File: config.mk
export PLATFORM = sky130hd
export DESIGN_NAME = tick_timer
export DESIGN_NICKNAME = d
export VERILOG_FILES = /design/src/rtl/tick_timer_pkg.sv /design/src/rtl/tick_prescaler.sv /design/src/rtl/tick_counter.sv /design/src/rtl/tick_timer.sv
export SDC_FILE = /design/constraint.sdc
export NUM_CORES = 1
export LEC_CHECK = 0
export CAP_MARGIN = 10
export CORE_MARGIN = 2
export CORE_UTILIZATION = 45
export DETAILED_ROUTE_END_ITERATION = 12
export PLACE_DENSITY = 0.71
export SYNTH_ARGS = -nofsm -noshare
export SYNTH_HDL_FRONTEND = slang
export SYNTH_SLANG_ARGS = --single-unit
export TNS_END_PERCENT = 20
File: constraint.sdc
create_clock -name clk -period 2.9 [get_ports clk]
set_input_delay 0.29 -clock clk [delete_from_list [all_inputs] [get_ports clk]]
set_output_delay 0.29 -clock clk [all_outputs]
set_load 0.03 [all_outputs]
File: src/rtl/tick_timer_pkg.sv
package tick_timer_pkg;
  localparam int ADDR_W = 4;
  localparam int DATA_W = 32;

  localparam logic [ADDR_W-1:0] A_CTRL = 4'h0;
  localparam logic [ADDR_W-1:0] A_IE   = 4'h3;
  localparam logic [ADDR_W-1:0] A_STAT = 4'h4;
  localparam logic [ADDR_W-1:0] A_EVT  = 4'h5;
  localparam logic [ADDR_W-1:0] A_CNT  = 4'h9;
  localparam logic [ADDR_W-1:0] A_PSC  = 4'hA;
  localparam logic [ADDR_W-1:0] A_ARR  = 4'hB;
  localparam logic [ADDR_W-1:0] A_CMP  = 4'hD;

  localparam int CTRL_RUN  = 0;
  localparam int CTRL_INH  = 1;
  localparam int CTRL_ONE  = 3;
  localparam int CTRL_BUF  = 7;
  localparam int IE_UPD    = 0;
  localparam int IE_CMP    = 1;
  localparam int ST_UPD    = 0;
  localparam int ST_CMP    = 1;
  localparam int EVT_UPD   = 0;

  // Sticky flag update: hardware set wins, a written 0 clears, a written 1 keeps.
  function automatic logic flag_next(logic cur, logic hw_set, logic sw_wr, logic wbit);
    return hw_set | (cur & ~(sw_wr & ~wbit));
  endfunction

  function automatic logic irq_of(logic upd_f, logic cmp_f, logic upd_ie, logic cmp_ie);
    return (upd_f & upd_ie) | (cmp_f & cmp_ie);
  endfunction
endpackage

File: src/rtl/tick_prescaler.sv
module tick_prescaler #(
  parameter int PSC_W = 16
) (
  input  logic             clk,
  input  logic             rst_n,
  input  logic             run,
  input  logic             restart,
  input  logic             load,
  input  logic [PSC_W-1:0] psc_pre,
  output logic             tick
);
  logic [PSC_W-1:0] act_q;
  logic [PSC_W-1:0] div_q;

  function automatic logic [PSC_W-1:0] div_next(logic [PSC_W-1:0] d, logic t);
    return t ? '0 : d + PSC_W'(1);
  endfunction

  assign tick = run && (div_q == act_q);

  always_ff @(posedge clk or negedge rst_n) begin
    if (!rst_n) begin
      act_q <= '0;
      div_q <= '0;
    end else begin
      if (load) act_q <= psc_pre;
      if (restart)  div_q <= '0;
      else if (run) div_q <= div_next(div_q, tick);
    end
  end
endmodule

File: src/rtl/tick_counter.sv
module tick_counter #(
  parameter int CNT_W = 16
) (
  input  logic             clk,
  input  logic             rst_n,
  input  logic             tick,
  input  logic             ug,
  input  logic             wr_cnt,
  input  logic [CNT_W-1:0] cnt_wval,
  input  logic             buf_en,
  input  logic             inhibit,
  input  logic [CNT_W-1:0] arr_wr,
  input  logic [CNT_W-1:0] cmp_val,
  output logic [CNT_W-1:0] cnt,
  output logic             wrap,
  output logic             upd_evt,
  output logic             cmp_hit
);
  logic [CNT_W-1:0] cnt_q;
  logic [CNT_W-1:0] shadow_q;
  logic [CNT_W-1:0] arr_eff;
  logic [CNT_W-1:0] cnt_nx;
  logic             at_top;
  logic             advance;

  function automatic logic [CNT_W-1:0] step(logic [CNT_W-1:0] c, logic top);
    return top ? '0 : c + CNT_W'(1);
  endfunction

  assign arr_eff = buf_en ? shadow_q : arr_wr;
  assign at_top  = (cnt_q == arr_eff);
  assign advance = tick & ~ug & ~wr_cnt;
  assign cnt_nx  = step(cnt_q, at_top);
  assign wrap    = advance & at_top;
  assign upd_evt = ug | (wrap & ~inhibit);
  assign cmp_hit = advance & (cnt_nx == cmp_val);
  assign cnt     = cnt_q;

  always_ff @(posedge clk or negedge rst_n) begin
    if (!rst_n) begin
      cnt_q    <= '0;
      shadow_q <= '1;
    end else begin
      if (ug)           cnt_q <= '0;
      else if (wr_cnt)  cnt_q <= cnt_wval;
      else if (advance) cnt_q <= cnt_nx;
      if (upd_evt) shadow_q <= arr_wr;
    end
  end
endmodule

File: src/rtl/tick_timer.sv
module tick_timer
  import tick_timer_pkg::*;
#(
  parameter int CNT_W = 16,
  parameter int PSC_W = 16
) (
  input  logic              clk,
  input  logic              rst_n,
  input  logic              wr_en,
  input  logic              rd_en,
  input  logic [ADDR_W-1:0] addr,
  input  logic [DATA_W-1:0] wdata,
  output logic [DATA_W-1:0] rdata,
  output logic              irq
);
  logic en_q, inh_q, one_q, buf_q;
  logic upd_ie_q, cmp_ie_q;
  logic uif_q, cif_q;
  logic [PSC_W-1:0] psc_q;
  logic [CNT_W-1:0] arr_q, cmp_q, cnt_q;

  logic wr_ctrl, wr_ie, wr_stat, wr_cnt, wr_psc, wr_arr, wr_cmp, ug;
  logic tick, wrap, upd_evt, cmp_hit;
  logic unused_wdata;

  assign wr_ctrl = wr_en && (addr == A_CTRL);
  assign wr_ie   = wr_en && (addr == A_IE);
  assign wr_stat = wr_en && (addr == A_STAT);
  assign wr_cnt  = wr_en && (addr == A_CNT);
  assign wr_psc  = wr_en && (addr == A_PSC);
  assign wr_arr  = wr_en && (addr == A_ARR);
  assign wr_cmp  = wr_en && (addr == A_CMP);
  assign ug      = wr_en && (addr == A_EVT) && wdata[EVT_UPD];
  assign unused_wdata = ^wdata;

  tick_prescaler #(.PSC_W(PSC_W)) u_psc (
    .clk(clk), .rst_n(rst_n), .run(en_q), .restart(ug), .load(upd_evt),
    .psc_pre(psc_q), .tick(tick)
  );

  tick_counter #(.CNT_W(CNT_W)) u_cnt (
    .clk(clk), .rst_n(rst_n), .tick(tick), .ug(ug), .wr_cnt(wr_cnt),
    .cnt_wval(wdata[CNT_W-1:0]), .buf_en(buf_q), .inhibit(inh_q),
    .arr_wr(arr_q), .cmp_val(cmp_q), .cnt(cnt_q), .wrap(wrap),
    .upd_evt(upd_evt), .cmp_hit(cmp_hit)
  );

  always_ff @(posedge clk or negedge rst_n) begin
    if (!rst_n) begin
      en_q <= 1'b0; inh_q <= 1'b0; one_q <= 1'b0; buf_q <= 1'b0;
    end else if (wr_ctrl) begin
      en_q  <= wdata[CTRL_RUN];
      inh_q <= wdata[CTRL_INH];
      one_q <= wdata[CTRL_ONE];
      buf_q <= wdata[CTRL_BUF];
    end else if (wrap && one_q) begin
      en_q <= 1'b0;
    end
  end

  always_ff @(posedge clk or negedge rst_n) begin
    if (!rst_n) begin
      upd_ie_q <= 1'b0;
      cmp_ie_q <= 1'b0;
      uif_q    <= 1'b0;
      cif_q    <= 1'b0;
      psc_q    <= '0;
      arr_q    <= '1;
      cmp_q    <= '0;
    end else begin
      if (wr_ie) begin
        upd_ie_q <= wdata[IE_UPD];
        cmp_ie_q <= wdata[IE_CMP];
      end
      uif_q <= flag_next(uif_q, upd_evt, wr_stat, wdata[ST_UPD]);
      cif_q <= flag_next(cif_q, cmp_hit, wr_stat, wdata[ST_CMP]);
      if (wr_psc) psc_q <= wdata[PSC_W-1:0];
      if (wr_arr) arr_q <= wdata[CNT_W-1:0];
      if (wr_cmp) cmp_q <= wdata[CNT_W-1:0];
    end
  end

  assign irq = irq_of(uif_q, cif_q, upd_ie_q, cmp_ie_q);

  always_comb begin
    rdata = '0;
    if (rd_en) begin
      case (addr)
        A_CTRL: begin
          rdata[CTRL_RUN] = en_q;
          rdata[CTRL_INH] = inh_q;
          rdata[CTRL_ONE] = one_q;
          rdata[CTRL_BUF] = buf_q;
        end
        A_IE: begin
          rdata[IE_UPD] = upd_ie_q;
          rdata[IE_CMP] = cmp_ie_q;
        end
        A_STAT: begin
          rdata[ST_UPD] = uif_q;
          rdata[ST_CMP] = cif_q;
        end
        A_CNT:   rdata = DATA_W'(cnt_q);
        A_PSC:   rdata = DATA_W'(psc_q);
        A_ARR:   rdata = DATA_W'(arr_q);
        A_CMP:   rdata = DATA_W'(cmp_q);
        default: rdata = '0;
      endcase
    end
  end
endmodule

# ---- Word-level counts from Yosys, hierarchy flattened
# Index checks and enable logic that the tools add are counted.
dict set report word_totals {
  regBits 120
  in_bits 40
  output_inout_bits 33
  wordCells 81
}
dict set report classes {
  addsub 2
  n_eq_ne 10
  mux 17
  bitwise 22
  n_reduce_logical 15
}
# cell count
set op_table {}
lappend op_table {{2-to-1 mux 16 bit} 9}
lappend op_table {{equality test 16 bit} 3}
lappend op_table {{adder 16 x 1 -> 16 bit (second input constant)} 2}
lappend op_table {{case mux 8 bit (4 select lines)} 1}
lappend op_table {{equality test 4 bit (second input constant)} 4}
lappend op_table {{case mux 2 bit (7 select lines)} 1}
lappend op_table {{case mux 3 bit (4 select lines)} 1}
lappend op_table {{bitwise AND 1 bit} 11}
lappend op_table {{logical AND 1 bit} 11}
lappend op_table {{case mux 1 bit (5 select lines)} 2}
lappend op_table {{equality test 4 x 3 -> 1 bit (second input constant)} 2}
lappend op_table {{NOT 1 bit} 7}
lappend op_table {{equality test 4 x 2 -> 1 bit (second input constant)} 1}
lappend op_table {{logical NOT 4 bit} 1}
lappend op_table {{bitwise OR 1 bit} 4}
lappend op_table {{case mux 1 bit (4 select lines)} 1}
lappend op_table {{nonzero test 2 bit} 2}
lappend op_table {{nonzero test 3 bit} 1}
lappend op_table {{2-to-1 mux 1 bit} 2}

# ---- Logic depth before layout (Yosys ltp)
# Gate-level depths: netlist of run 1.
dict set report depth {
  depth_word 10
  ltp_mapped 11
}

# ---- By module
# From an unflattened synthesis of run 1, not the netlist that was laid out.
dict set report unflattened {
  hier_cells 705
  area_unflattened_um2 7333.3
}
# module instances cells_per_inst area_per_inst_um2 seq_area_each_um2
set modules_own_cells {}
lappend modules_own_cells {tick_timer 1 277 3186.8 1421.4}
lappend modules_own_cells {tick_counter 1 283 2509.9 820.8}
lappend modules_own_cells {tick_prescaler 1 145 1636.6 800.8}

# ---- Least setup slack after synthesis of run 1
# OpenSTA, ideal clock, no wires.
dict set report synth_timing {
  kind {register to register}
  start {register u_psc.div_q[7]}
  end {register u_psc.act_q[0]}
  arrival_time_ns 2.509
  required_time_ns 2.775
  slack_ns 0.266
  stages_incl_launch_ff 11
  cell_sequence {dfrtp_1 -> xor2_1 -> nor4_1 -> nand2_1 -> or4_1 -> clkbuf_2 -> nor3b_2 -> nand2_1 -> o21bai_4 -> buf_6 -> mux2_2}
}
dict set report synth_between {
  elab_chain_cells 7
}
# element line_no
set synth_rtl {}
lappend synth_rtl {{start, declared} tick_prescaler.sv:13} ;# logic [PSC_W-1:0] div_q;
lappend synth_rtl {{start signal, assigned} tick_prescaler.sv:28} ;# else if (run) div_q <= div_next(div_q, tick);
lappend synth_rtl {{equality test 16 bit} tick_prescaler.sv:19} ;# assign tick = run && (div_q == act_q);
lappend synth_rtl {{logical AND 1 bit} tick_prescaler.sv:19}
lappend synth_rtl {{bitwise AND 1 bit (2 in a row)} tick_counter.sv:32} ;# assign advance = tick & ~ug & ~wr_cnt;
lappend synth_rtl {{bitwise AND 1 bit} tick_counter.sv:34} ;# assign wrap = advance & at_top;
lappend synth_rtl {{bitwise AND 1 bit} tick_counter.sv:35} ;# assign upd_evt = ug | (wrap & ~inhibit);
lappend synth_rtl {{bitwise OR 1 bit} tick_counter.sv:35}
lappend synth_rtl {{end signal, assigned} tick_prescaler.sv:26} ;# if (load) act_q <= psc_pre;
lappend synth_rtl {{end, declared} tick_prescaler.sv:12} ;# logic [PSC_W-1:0] act_q;
# No other way between the ends.
# A chain may end at the register's enable or synchronous reset.

# ---- Worst setup path after layout of run 1
dict set report layout_timing {
  start {register buf_q}
  end {register u_psc.act_q[1]}
}
dict set report layout_between {
  elab_chain_cells 5
}
# element line_no
set layout_rtl {}
lappend layout_rtl {{start, declared} tick_timer.sv:16} ;# logic en_q, inh_q, one_q, buf_q;
lappend layout_rtl {{start signal, assigned} tick_timer.sv:55} ;# buf_q <= wdata[CTRL_BUF];
lappend layout_rtl {{2-to-1 mux 16 bit} tick_counter.sv:30} ;# assign arr_eff = buf_en ? shadow_q : arr_wr;
lappend layout_rtl {{equality test 16 bit} tick_counter.sv:31} ;# assign at_top = (cnt_q == arr_eff);
lappend layout_rtl {{bitwise AND 1 bit} tick_counter.sv:34}
lappend layout_rtl {{bitwise AND 1 bit} tick_counter.sv:35}
lappend layout_rtl {{bitwise OR 1 bit} tick_counter.sv:35}
# No other way between the ends.

==> results of run 1 <==
## per-stage QoR
| stage | total power (uW) | instances | cell area, sq um | setup TNS (ns) | setup WS, ns |
|---|---|---|---|---|---|
| 2_1_floorplan | 3630 | 686 | 7000 | 0 | 0.266 |
| 3_3_place_gp | 4100 | 892 | 7650 | 0 | 0.111 |
| 3_5_place_dp | 4180 | 892 | 7650 | 0 | 0.0867 |
| 4_1_cts | 6500 | 924 | 8290 | 0 | 0.0471 |
| 5_1_grt | 6850 | 927 | 8380 | -0.0731 | -0.0155 |
| 6_report | 6530 | 927 | 8380 | 0 | 0.129 |
## cell type report
class	instances	area, sq um	area share
Clock inverter	9	173	0.0206
Timing Repair Buffer	82	778	0.0929
Clock buffer	23	468	0.0558
Inverter	3	11.3	0.00134
Multi-Input combinational cell	502	3670	0.438
Sequential cell	120	3040	0.363
Tap cell	188	235	0.0281
## state kept, by name, indices dropped and copies added (netlist names)
signal,cells
inh_q,1
u_cnt.shadow_q,16
cif_q,1
u_psc.div_q,16
en_q,1
cmp_q,16
cmp_ie_q,1
arr_q,16
uif_q,1
psc_q,16
one_q,1
u_psc.act_q,16
upd_ie_q,1
u_cnt.cnt,16
buf_q,1
## logic make-up after synthesis
logic type | after synthesis
compound gates | 105
xor+xnor | 67
fa+ha+maj | 2
buf+inv | 64
flops | 120
mux | 104
other cells | 1
simple gates | 208
## worst reg2reg max path: stages, from the launching register on
cell      delay, ns
dfrtp_1        0.36
buf_12         0.20
mux2i_4        0.29
xor2_2         0.21
nand4_1        0.20
nor4_4         0.40
buf_4          0.20
nand2_1        0.09
o21bai_4       0.19
buf_12         0.18
mux2_2         0.34
## power breakdown
group	switching [uW]	leakage (uW)	internal, uW
sequential	436	0.00143	2120
clock	728	0.000311	1560
combinational	847	0.00175	839
total	2010	0.00350	4520
## metal layers
metal / track usage / vias to the layer above / share of wire
met4: 0.121 / 0 / 0.034
met3: 0.0555 / 54 / 0.078
met2: 0.369 / 293 / 0.47
met1: 0.310 / 2781 / 0.42
met5: 0 / - / 0
li1: - / 2508 / -
## what timing repair did
item | CTS | global route
setup buffers | 0 | 2
resized for setup | 0 | 7
setup endpoints to repair | 0 | 34
## worst max path at each step
stage,slack (ns),startpoint,end,depth (start not counted)
floorplan,0.27,u_psc.div_q[7],u_psc.act_q[0],10
global placement,0.11,buf_q,cif_q,10
detailed placement,0.09,buf_q,cif_q,10
CTS,0.05,buf_q,cif_q,10
global route,-0.02,buf_q,u_psc.act_q[1],10
finish,0.13,buf_q,u_psc.act_q[1],10
## synth_stat cells, types with 6 or more instances
master,instances,share of area
and3_1,15,0.014
a211oi_1,6,0.0065
nand3b_1,6,0.0065
nor2_1,56,0.030
nand4_1,14,0.013
dfrtp_1,88,0.32
mux2i_1,17,0.025
buf_4,18,0.019
a22oi_1,30,0.032
a21oi_1,31,0.022
nand2b_1,6,0.0054
nand3_1,14,0.010
xor2_1,40,0.050
nor3_1,22,0.016
o32ai_1,7,0.0088
clkbuf_1,31,0.017
a31oi_1,6,0.0054
mux2_2,84,0.14
buf_2,8,0.0058
xnor2_1,26,0.033
nand2_1,43,0.023
dfstp_2,32,0.12
o21ai_0,13,0.0094
==> qor.csv, run 1 <==
metric,value,unit
nets,768,
initial antenna violation count,0,
CP peak stage delay,0.40,ns
Post-synth EDFFs,0,
Post-CTS Hold Buffers,0,
Inserted Diodes,0,
die height,128,um
H-tree Lvls,4,
Post-Synth XOR/XNOR Area,0.0865,
Adder-Cell Fraction of Synth Area,0.00360,
I/O pins,73,
asr flop ratio synth,1.00,
Core Region,15100,sq um
first-pass GRT wire length,29.8,mm
synth unique cells,53,
Setup crit start kind,flop,
Worst-Skew Late Latency,0.42,ns
Final Cycle Share,0.955,
RD Place Congestion,0.888,
failing checks,negative hold slack,
"commonest non-fill, non-tap cells in the layout","dfrtp_1, mux2_2, nor2_1, buf_4, nand2_1",
R2R Path End,u_psc.act_q[1],
PwrDens,780,nW/um^2
Core Rows,45,
final hold vios,24,
Tot GR Track Use,0.237,
Synth warnings,0,
largest family of logic cells by synthesized area,multiplexers,
final setup vio count,0,
Worst-path clk slew,0.06,ns
Clock Tree Buf Depth,2,
dpl hpwl,13.0,mm
crit path kind,flop to flop,
drt pass-1 iters,6,
final clock skew,0.0133,ns
Post-Synth Simple-Gate Area,0.155,
MaxCap Viol Count,0,
Mean Syn Cell Area,10.3,sq um
Final ANT Viol Nets,0,
family with the most delay on the worst path,simple AND/OR/NAND/NOR gates,
crit path max fanout,18,
drt via density,6.08,
mux share of post-synthesis cell area,0.166,
worst vdd ir,0.427,mV
"FF+latch count, synth",120,
worst path arrival time,3.06,ns
Synth Cell Area,6940,sq um
fin util,0.553,
ratio of cells with drive above 1 in the final layout,0.291,
prevailing post-synth register cell,dfrtp_1,
static leakage,0.00350,uW
CP endpoint kind,flop,
Slowest cell on crit path,nor4_4,
Final min period,2.77,ns
Min Hold Slack,-0.0210,ns
CTS root buf,clkbuf_16,
Die Area,16400,sq um
Synth Instances,671,
reg2reg path depth,10,
"setup slack, reg-to-reg",0.13,ns
total number of vias,5636,
detailed-route DRC error count,0,
CP required,3.19,ns
WL per Instance,20.2,um
Buf/Inv on CP,3,
Die X,128,um
DRT iter0 DRCs,547,
GR Overflow Total,0,
Worst slew margin,0.398,
cts bufs inserted,17,
vias in the first global route,5613,
most common library cell in the layout ignoring fill and taps,dfrtp_1,
"Seq/Total Area, Yosys",0.438,
HP Class,input port to asynchronous set/reset pin,
Port Buf Inserts,40,
Post-Route WL,18.8,mm
CP dominant cell by count,buf_12,
Fillers,1271,
Synth Area in Compound Gates,0.101,
synthesis-to-layout area growth,20.7,%
Achievable Freq,361,MHz
largest net degree at the start of global routing,68,
measured slew at the worst slew-check pin,0.901,ns
Worst R2R Start,buf_q,
status,"finished, violations left",
CP cell instances,buf_12 > mux2i_4 > xor2_2 > nand4_1 > nor4_4 > buf_4 > nand2_1 > o21bai_4 > buf_12 > mux2_2,
Max Transition Viols Final,0,
CTS sink cnt,120,
Initial Utilization,0.458,
CTS tree,yes,
(Power assumes the default switching activity.)
==> run 2: changes to the inputs <==
--- a/config.mk
+++ b/config.mk
@@ -13,4 +13,3 @@
 export SYNTH_ARGS = -nofsm -noshare
 export SYNTH_HDL_FRONTEND = slang
 export SYNTH_SLANG_ARGS = --single-unit
-export TNS_END_PERCENT = 20
==> results of run 2 <==
Same layout as run 1: the final DEF is identical, and so are final timing and power.
